$ cat src/rtl/wprot_pkg.sv
package wprot_pkg;
  typedef enum logic [1:0] {
    CMD_WEN   = 2'b00,
    CMD_WDIS  = 2'b01,
    CMD_WSTAT = 2'b10,
    CMD_WDATA = 2'b11
  } cmd_e;

  typedef enum logic [1:0] {
    BP_NONE = 2'b00,
    BP_QTR  = 2'b01,
    BP_HALF = 2'b10,
    BP_ALL  = 2'b11
  } bp_e;

  localparam int unsigned SR_BUSY = 0;
  localparam int unsigned SR_WEL  = 1;
  localparam int unsigned SR_BP_LO = 2;
  localparam int unsigned SR_PEN  = 7;
endpackage

$ cat src/rtl/wprot_range_chk.sv
module wprot_range_chk
  import wprot_pkg::*;
#(
  parameter int unsigned AW = 10
) (
  input  logic [1:0]    bp_i,
  input  logic [AW-1:0] addr_i,
  output logic          prot_o
);
  always_comb begin
    unique case (bp_e'(bp_i))
      BP_NONE: prot_o = 1'b0;
      BP_QTR:  prot_o = &addr_i[AW-1:AW-2];
      BP_HALF: prot_o = addr_i[AW-1];
      default: prot_o = 1'b1;
    endcase
  end
endmodule

$ cat src/rtl/wprot_cycle_timer.sv
module wprot_cycle_timer #(
  parameter int unsigned WR_CYCLES = 200000
) (
  input  logic clk_i,
  input  logic rst_ni,
  input  logic start_i,
  output logic busy_o,
  output logic done_o
);
  localparam int unsigned CW = $clog2(WR_CYCLES + 1);
  localparam logic [CW-1:0] CNT_LOAD = CW'(WR_CYCLES - 1);

  logic [CW-1:0] cnt_q;
  logic          busy_q;

  assign done_o = busy_q && (cnt_q == '0);
  assign busy_o = busy_q;

  always_ff @(posedge clk_i or negedge rst_ni) begin
    if (!rst_ni) begin
      busy_q <= 1'b0;
      cnt_q  <= '0;
    end else if (start_i && !busy_q) begin
      busy_q <= 1'b1;
      cnt_q  <= CNT_LOAD;
    end else if (done_o) begin
      busy_q <= 1'b0;
    end else if (busy_q) begin
      cnt_q <= cnt_q - 1'b1;
    end
  end
endmodule

$ cat src/rtl/wprot_status_reg.sv
module wprot_status_reg (
  input  logic       clk_i,
  input  logic       rst_ni,
  input  logic       set_wel_i,
  input  logic       clr_wel_i,
  input  logic       load_i,
  input  logic       load_pen_i,
  input  logic [1:0] load_bp_i,
  output logic       wel_o,
  output logic       pen_o,
  output logic [1:0] bp_o
);
  always_ff @(posedge clk_i or negedge rst_ni) begin
    if (!rst_ni) begin
      wel_o <= 1'b0;
      pen_o <= 1'b0;
      bp_o  <= 2'b00;
    end else begin
      if (clr_wel_i)      wel_o <= 1'b0;
      else if (set_wel_i) wel_o <= 1'b1;
      if (load_i) begin
        pen_o <= load_pen_i;
        bp_o  <= load_bp_i;
      end
    end
  end
endmodule

$ cat src/rtl/wprot_ctrl.sv
module wprot_ctrl
  import wprot_pkg::*;
#(
  parameter int unsigned AW        = 10,
  parameter int unsigned WR_CYCLES = 200000
) (
  input  logic          clk_i,
  input  logic          rst_ni,
  input  logic          cs_ni,
  input  logic          wp_ni,
  input  logic          cmd_valid_i,
  input  logic [1:0]    cmd_i,
  input  logic [AW-1:0] addr_i,
  input  logic [7:0]    data_i,
  output logic          busy_o,
  output logic          grant_o,
  output logic          deny_o,
  output logic [7:0]    status_o,
  output logic          arr_wr_o,
  output logic [AW-1:0] arr_addr_o
);
  cmd_e          cmd;
  logic          wel, pen, prot, busy, done;
  logic [1:0]    bp;
  logic          pend_sr_q, pend_wr_q, cyc_sr_q;
  logic          hold_pen_q;
  logic [1:0]    hold_bp_q;
  logic [AW-1:0] hold_addr_q;
  logic          grant_q, deny_q, arr_wr_q;
  logic          strobe, locked, ok, abort, start;

  assign cmd    = cmd_e'(cmd_i);
  assign strobe = cmd_valid_i && !cs_ni;
  assign locked = busy || pend_sr_q || pend_wr_q;

  wprot_range_chk #(.AW(AW)) u_range (
    .bp_i   (bp),
    .addr_i (addr_i),
    .prot_o (prot)
  );

  // pin counts only when armed by the pin-enable bit
  always_comb begin
    ok = 1'b0;
    if (!locked) begin
      unique case (cmd)
        CMD_WEN, CMD_WDIS: ok = 1'b1;
        CMD_WSTAT:         ok = wel && !(pen && !wp_ni);
        default:           ok = wel && !prot;
      endcase
    end
  end

  assign abort = pend_sr_q && pen && !wp_ni;
  assign start = (pend_sr_q || pend_wr_q) && cs_ni && !abort;

  wprot_cycle_timer #(.WR_CYCLES(WR_CYCLES)) u_timer (
    .clk_i   (clk_i),
    .rst_ni  (rst_ni),
    .start_i (start),
    .busy_o  (busy),
    .done_o  (done)
  );

  wprot_status_reg u_sreg (
    .clk_i      (clk_i),
    .rst_ni     (rst_ni),
    .set_wel_i  (strobe && ok && cmd == CMD_WEN),
    .clr_wel_i  ((strobe && ok && cmd == CMD_WDIS) || done),
    .load_i     (done && cyc_sr_q),
    .load_pen_i (hold_pen_q),
    .load_bp_i  (hold_bp_q),
    .wel_o      (wel),
    .pen_o      (pen),
    .bp_o       (bp)
  );

  always_ff @(posedge clk_i or negedge rst_ni) begin
    if (!rst_ni) begin
      pend_sr_q   <= 1'b0;
      pend_wr_q   <= 1'b0;
      cyc_sr_q    <= 1'b0;
      hold_pen_q  <= 1'b0;
      hold_bp_q   <= 2'b00;
      hold_addr_q <= '0;
      grant_q     <= 1'b0;
      deny_q      <= 1'b0;
      arr_wr_q    <= 1'b0;
    end else begin
      grant_q  <= strobe && ok;
      deny_q   <= (strobe && !ok) || abort;
      arr_wr_q <= done && !cyc_sr_q;
      if (strobe && ok && cmd == CMD_WSTAT) begin
        pend_sr_q  <= 1'b1;
        hold_pen_q <= data_i[SR_PEN];
        hold_bp_q  <= data_i[SR_BP_LO +: 2];
      end else if (abort || start) begin
        pend_sr_q <= 1'b0;
      end
      if (strobe && ok && cmd == CMD_WDATA) begin
        pend_wr_q   <= 1'b1;
        hold_addr_q <= addr_i;
      end else if (start) begin
        pend_wr_q <= 1'b0;
      end
      if (start) cyc_sr_q <= pend_sr_q;
    end
  end

  assign busy_o     = busy;
  assign grant_o    = grant_q;
  assign deny_o     = deny_q;
  assign arr_wr_o   = arr_wr_q;
  assign arr_addr_o = hold_addr_q;
  assign status_o   = {pen, 3'b000, bp, wel, busy};
endmodule

$ cat config.mk
export PLATFORM = sky130hd
export DESIGN_NAME = wprot_ctrl
export DESIGN_NICKNAME = d
export VERILOG_FILES = /design/src/rtl/wprot_pkg.sv /design/src/rtl/wprot_range_chk.sv /design/src/rtl/wprot_cycle_timer.sv /design/src/rtl/wprot_status_reg.sv /design/src/rtl/wprot_ctrl.sv
export SDC_FILE = /design/constraint.sdc
export NUM_CORES = 1
export LEC_CHECK = 0
export CORE_UTILIZATION = 50
export CTS_CLUSTER_DIAMETER = 200
export DETAILED_ROUTE_END_ITERATION = 6
export PLACE_DENSITY_LB_ADDON = 0.05
export SETUP_SLACK_MARGIN = 0.5
export SLEW_MARGIN = 20
export SYNTH_ARGS = -nofsm -noshare
export SYNTH_HDL_FRONTEND = slang
export SYNTH_HIERARCHICAL = 1
export SYNTH_SLANG_ARGS = --single-unit
export TNS_END_PERCENT = 1
$ cat constraint.sdc
create_clock -name clk_i -period 3.15 [get_ports clk_i]
set_input_delay 0.945 -clock clk_i [delete_from_list [all_inputs] [get_ports clk_i]]
set_output_delay 0.945 -clock clk_i [all_outputs]
set_load 0.005 [all_outputs]
==> results.sh <==
export IMPL_power_frac_seq=0.477
export IMPL_dieArea_um2=4622
export IMPL_area_growth_pct=23.28
export IMPL_synth_cell_types=52
export IMPL_clockBufferDepth=2
export IMPL_synth_top_family_by_area="simple AND/OR/NAND/NOR gates"
export IMPL_clkPwrFrac=0.252
export IMPL_switchingPower_uw=492.9
export IMPL_num_vias=1686
export IMPL_synth_flop_cell="dfrtp_1"
export IMPL_antenna_found_initial=0
export IMPL_cts_num_sinks=42
export IMPL_row_count=23
export IMPL_seq_area_um2=1051
export IMPL_grt_usage=0.2266
export IMPL_report_final_hold_viol_count=0
export IMPL_post_route_min_period_ns=2.520
export IMPL_hpwl_um=3281
export IMPL_path_max_fanout=10
export IMPL_grt_first_pass_wirelength_um=7534
export IMPL_synth_compound_area_frac=0.1207
export IMPL_critPathLaunch="wp_ni"
export IMPL_synth_seq_cells=42
export IMPL_worstPathArrival_ns=2.74
export IMPL_port_buffers=38
export IMPL_startpoint_type="input pin"
export IMPL_max_freq_mhz=396.8
export IMPL_hold_depth=1
export IMPL_comb_power_share=0.271
export IMPL_worstMarginPinSlew_ns=0.9192
export IMPL_drtAntennaViolNets=0
export IMPL_cts_setup_buffers=0
export IMPL_avgSynthCellArea_um2=10.78
export IMPL_cp_end_kind="flip-flop"
export IMPL_syn_area_um2=2177
export IMPL_placed_area_um2=2572
export IMPL_yosys_mux_area_fraction=0.1155
export IMPL_rsz0062_at_grt="yes"
export IMPL_clk_pin_slew_ns=0.08
export IMPL_drt_iter0_drc=65
export IMPL_r2r_slack_ns=0.64
export IMPL_dpl_cell_count=283
export IMPL_internal_power_mw=1.167
export IMPL_status="finished clean"
export IMPL_initial_core_util=0.5328
export IMPL_maxSlewViolCount=0
export IMPL_die_h_um=67.99
export IMPL_setup_violations=0
export IMPL_wl_um=4563
export IMPL_insertedDiodeCount=0
export IMPL_synth_edf_count=0
export IMPL_yosys_area_share_adder=0.005747
export IMPL_design_area_um2=2684
export IMPL_required_ns=3.37
export IMPL_critPathKind="input pin to flip-flop"
export IMPL_swShare=0.2969
export IMPL_min_to="arr_wr_o$_DFF_PN0_"
export IMPL_maxCapViolations=0
export IMPL_clk_latency_ns=0.30
export IMPL_synth_xor_xnor_area_share=0
export IMPL_r2r_end="u_sreg/bp_o[1]$_DFFE_PN0P_"
export IMPL_p_total_mw=1.660
export IMPL_wl_per_cell_um=15.68
export IMPL_firstDrtPassIters=4
export IMPL_pin_count=47
export IMPL_routed_via_density=5.794
export IMPL_place_ws_ns=0.3501
export IMPL_fin_crit_sh=0.8001
export IMPL_final_setup_tns_ns=0
export IMPL_layout_setup_ws_ns=0.6296
export IMPL_skew_ns=0.007497
export IMPL_drive_gt1_frac=0.1867
export IMPL_synthSimpleGateAreaFrac=0.2282
export IMPL_relSlewSlack=0.3872
export IMPL_min_delay_start="cyc_sr_q$_DFFE_PN0P_"
export IMPL_timing_rr_start="u_timer/cnt_q[8]$_DFFE_PN0P_"
export IMPL_instances_no_fill=291
export IMPL_cts_tree="done"
export IMPL_r2r_cells=5
export IMPL_multi_input_area_um2=1037
export IMPL_num_fill_cells=330
export IMPL_ys_top_cells_by_area="dfrtp_1, mux2_2, nor2_1"
export IMPL_nets=266
export IMPL_grt_max_degree=43
export IMPL_ys_seq_area_frac=0.4828
export IMPL_leakage_nw=1.134
export IMPL_grt_overflow=0
export IMPL_syn_inst=202
export IMPL_h_tree_depth=2
export IMPL_vdd_ir_drop_max_mv=0.3233
export IMPL_synth_top_area_share=0.4828
export IMPL_coreArea_um2=4086
export IMPL_min_path_type="flip-flop to flip-flop"
export IMPL_clockRootBuffer="clkbuf_8"
export IMPL_drc_errors=0
export IMPL_die_w_um=67.99
export IMPL_ys_async_sr_fraction=1.000
export IMPL_ys_warn_count=6
export IMPL_first_global_vias=1625
export IMPL_power_per_cell_area_nw_per_um2=618.6
export IMPL_cts_buffers=5
export IMPL_yosys_area_top_type="dfrtp_1"
export IMPL_gp_congestion=0.8736
## through the flow
| stage | utilization | hold WS (ns) |
|---|---|---|
| 2_1_floorplan | - | 0.4392 |
| 3_3_place_gp | 0.6295 | 0.4599 |
| 3_5_place_dp | 0.6295 | 0.4615 |
| 4_1_cts | 0.6562 | 0.4911 |
| 5_1_grt | 0.6568 | 0.5080 |
| 6_report | 0.6568 | 0.4913 |
## layout make-up
| class | count | area share |
|---|---|---|
| inverter | 5 | 0.006993 |
| timing repair buffer | 42 | 0.1510 |
| clock inverter | 3 | 0.01492 |
| tap | 50 | 0.02331 |
| sequential | 42 | 0.3916 |
| multi-input combinational | 144 | 0.3865 |
| clock buffer | 5 | 0.02564 |
## routing by layer
| metal | vias to the layer above | track usage | part of all wire |
|---|---|---|---|
| met5 | - | 0 | 0 |
| met4 | 0 | 0.1094 | 0.023 |
| met3 | 8 | 0.06167 | 0.066 |
| met2 | 64 | 0.3652 | 0.48 |
| met1 | 806 | 0.2788 | 0.43 |
| li1 | 808 | - | - |
## placed cells by master, fill, tap and decap left out, types with 2 or more instances in the layout
| cell type | synthesis | final |
|---|---|---|
| a31oi_1 | 2 | 2 |
| or4_4 | 3 | 3 |
| clkdlybuf4s50_1 | 0 | 37 |
| mux2i_1 | 6 | 6 |
| nor3_1 | 6 | 6 |
| or3_1 | 4 | 4 |
| a21oi_1 | 6 | 6 |
| and2_1 | 3 | 3 |
| nand2b_1 | 3 | 3 |
| nand2_1 | 15 | 15 |
| and4bb_2 | 2 | 2 |
| o211ai_1 | 5 | 5 |
| o21ba_2 | 2 | 2 |
| a211o_1 | 2 | 2 |
| conb_1 | 1 | 3 |
| dfrtp_1 | 42 | 42 |
| nor4_1 | 2 | 2 |
| nor4b_1 | 3 | 3 |
| o21ai_0 | 6 | 6 |
| nor2_1 | 18 | 17 |
| clkbuf_8 | 0 | 5 |
| o21a_1 | 2 | 2 |
| inv_1 | 5 | 5 |
| clkinv_2 | 0 | 2 |
| nor2b_1 | 2 | 2 |
| or4_1 | 5 | 5 |
| mux2_4 | 3 | 3 |
| buf_4 | 6 | 4 |
| mux2_2 | 13 | 13 |
| o31ai_1 | 3 | 3 |
| nand3_1 | 5 | 5 |
## state kept, by name (all words and copies together), names as in the netlist
name,flops
arr_wr_o,1
cyc_sr_q,1
u_sreg/pen_o,1
grant_o,1
hold_pen_q,1
pend_sr_q,1
arr_addr_o,10
pend_wr_q,1
u_timer/busy_o,1
u_sreg/bp_o,2
hold_bp_q,2
u_timer/cnt_q,18
deny_o,1
u_sreg/wel_o,1
## repair_timing
| action | in CTS | in global routing |
|---|---|---|
| endpoints found under the setup margin | 0 | 4 |
| endpoints found under the hold margin | 0 | 0 |
| resized for setup | 0 | 1 |
| hold buffers | 0 | 0 |
## synthesized netlist by cell type, types with 4 or more instances
master,count
o211ai_1,5
inv_1,5
or4_1,5
clkbuf_1,4
nor2_1,18
nand3_1,5
or3_1,4
nor3_1,6
dfrtp_1,42
buf_4,6
a21oi_1,6
mux2i_1,6
mux2_2,13
o21ai_0,6
nand2_1,15
## critical path: stages
cell             delay [ns]
clkdlybuf4s50_1        0.46
nand2b_1               0.20
o21ai_0                0.15
nor2_1                 0.30
nand2b_1               0.30
and2_1                 0.26
mux2i_1                0.12
## power groups by stage
stage	Sequential [mW]	Clock, mW	Combinational (mW)
after floorplan	0.769	0	0.273
after global placement	0.788	0	0.434
after detailed placement	0.801	0	0.453
after CTS	0.791	0.433	0.454
after global routing	0.814	0.460	0.501
final	0.792	0.419	0.449
## logic make-up after synthesis
| group | count (synthesis) |
|---|---|
| AOI/OAI and AO/OA | 36 |
| adders and majority gates | 1 |
| buffers and inverters | 18 |
| DFF | 42 |
| muxes | 22 |
| other | 1 |
| and+or+nand+nor | 82 |
## how the worst max path moves through the flow
| stage | end | slack (ns) | cells after the start |
|---|---|---|---|
| after floorplan | u_sreg/bp_o[0]$_DFFE_PN0P_ | 0.76 | 6 |
| after global placement | u_timer/cnt_q[11]$_DFFE_PN0P_ | 0.35 | 7 |
| after detailed placement | u_timer/cnt_q[11]$_DFFE_PN0P_ | 0.35 | 7 |
| after CTS | u_sreg/bp_o[1]$_DFFE_PN0P_ | 0.57 | 5 |
| after global routing | u_timer/cnt_q[11]$_DFFE_PN0P_ | 0.49 | 7 |
| final | u_timer/cnt_q[11]$_DFFE_PN0P_ | 0.63 | 7 |
Note: power is estimated with default switching activity, not from simulation.
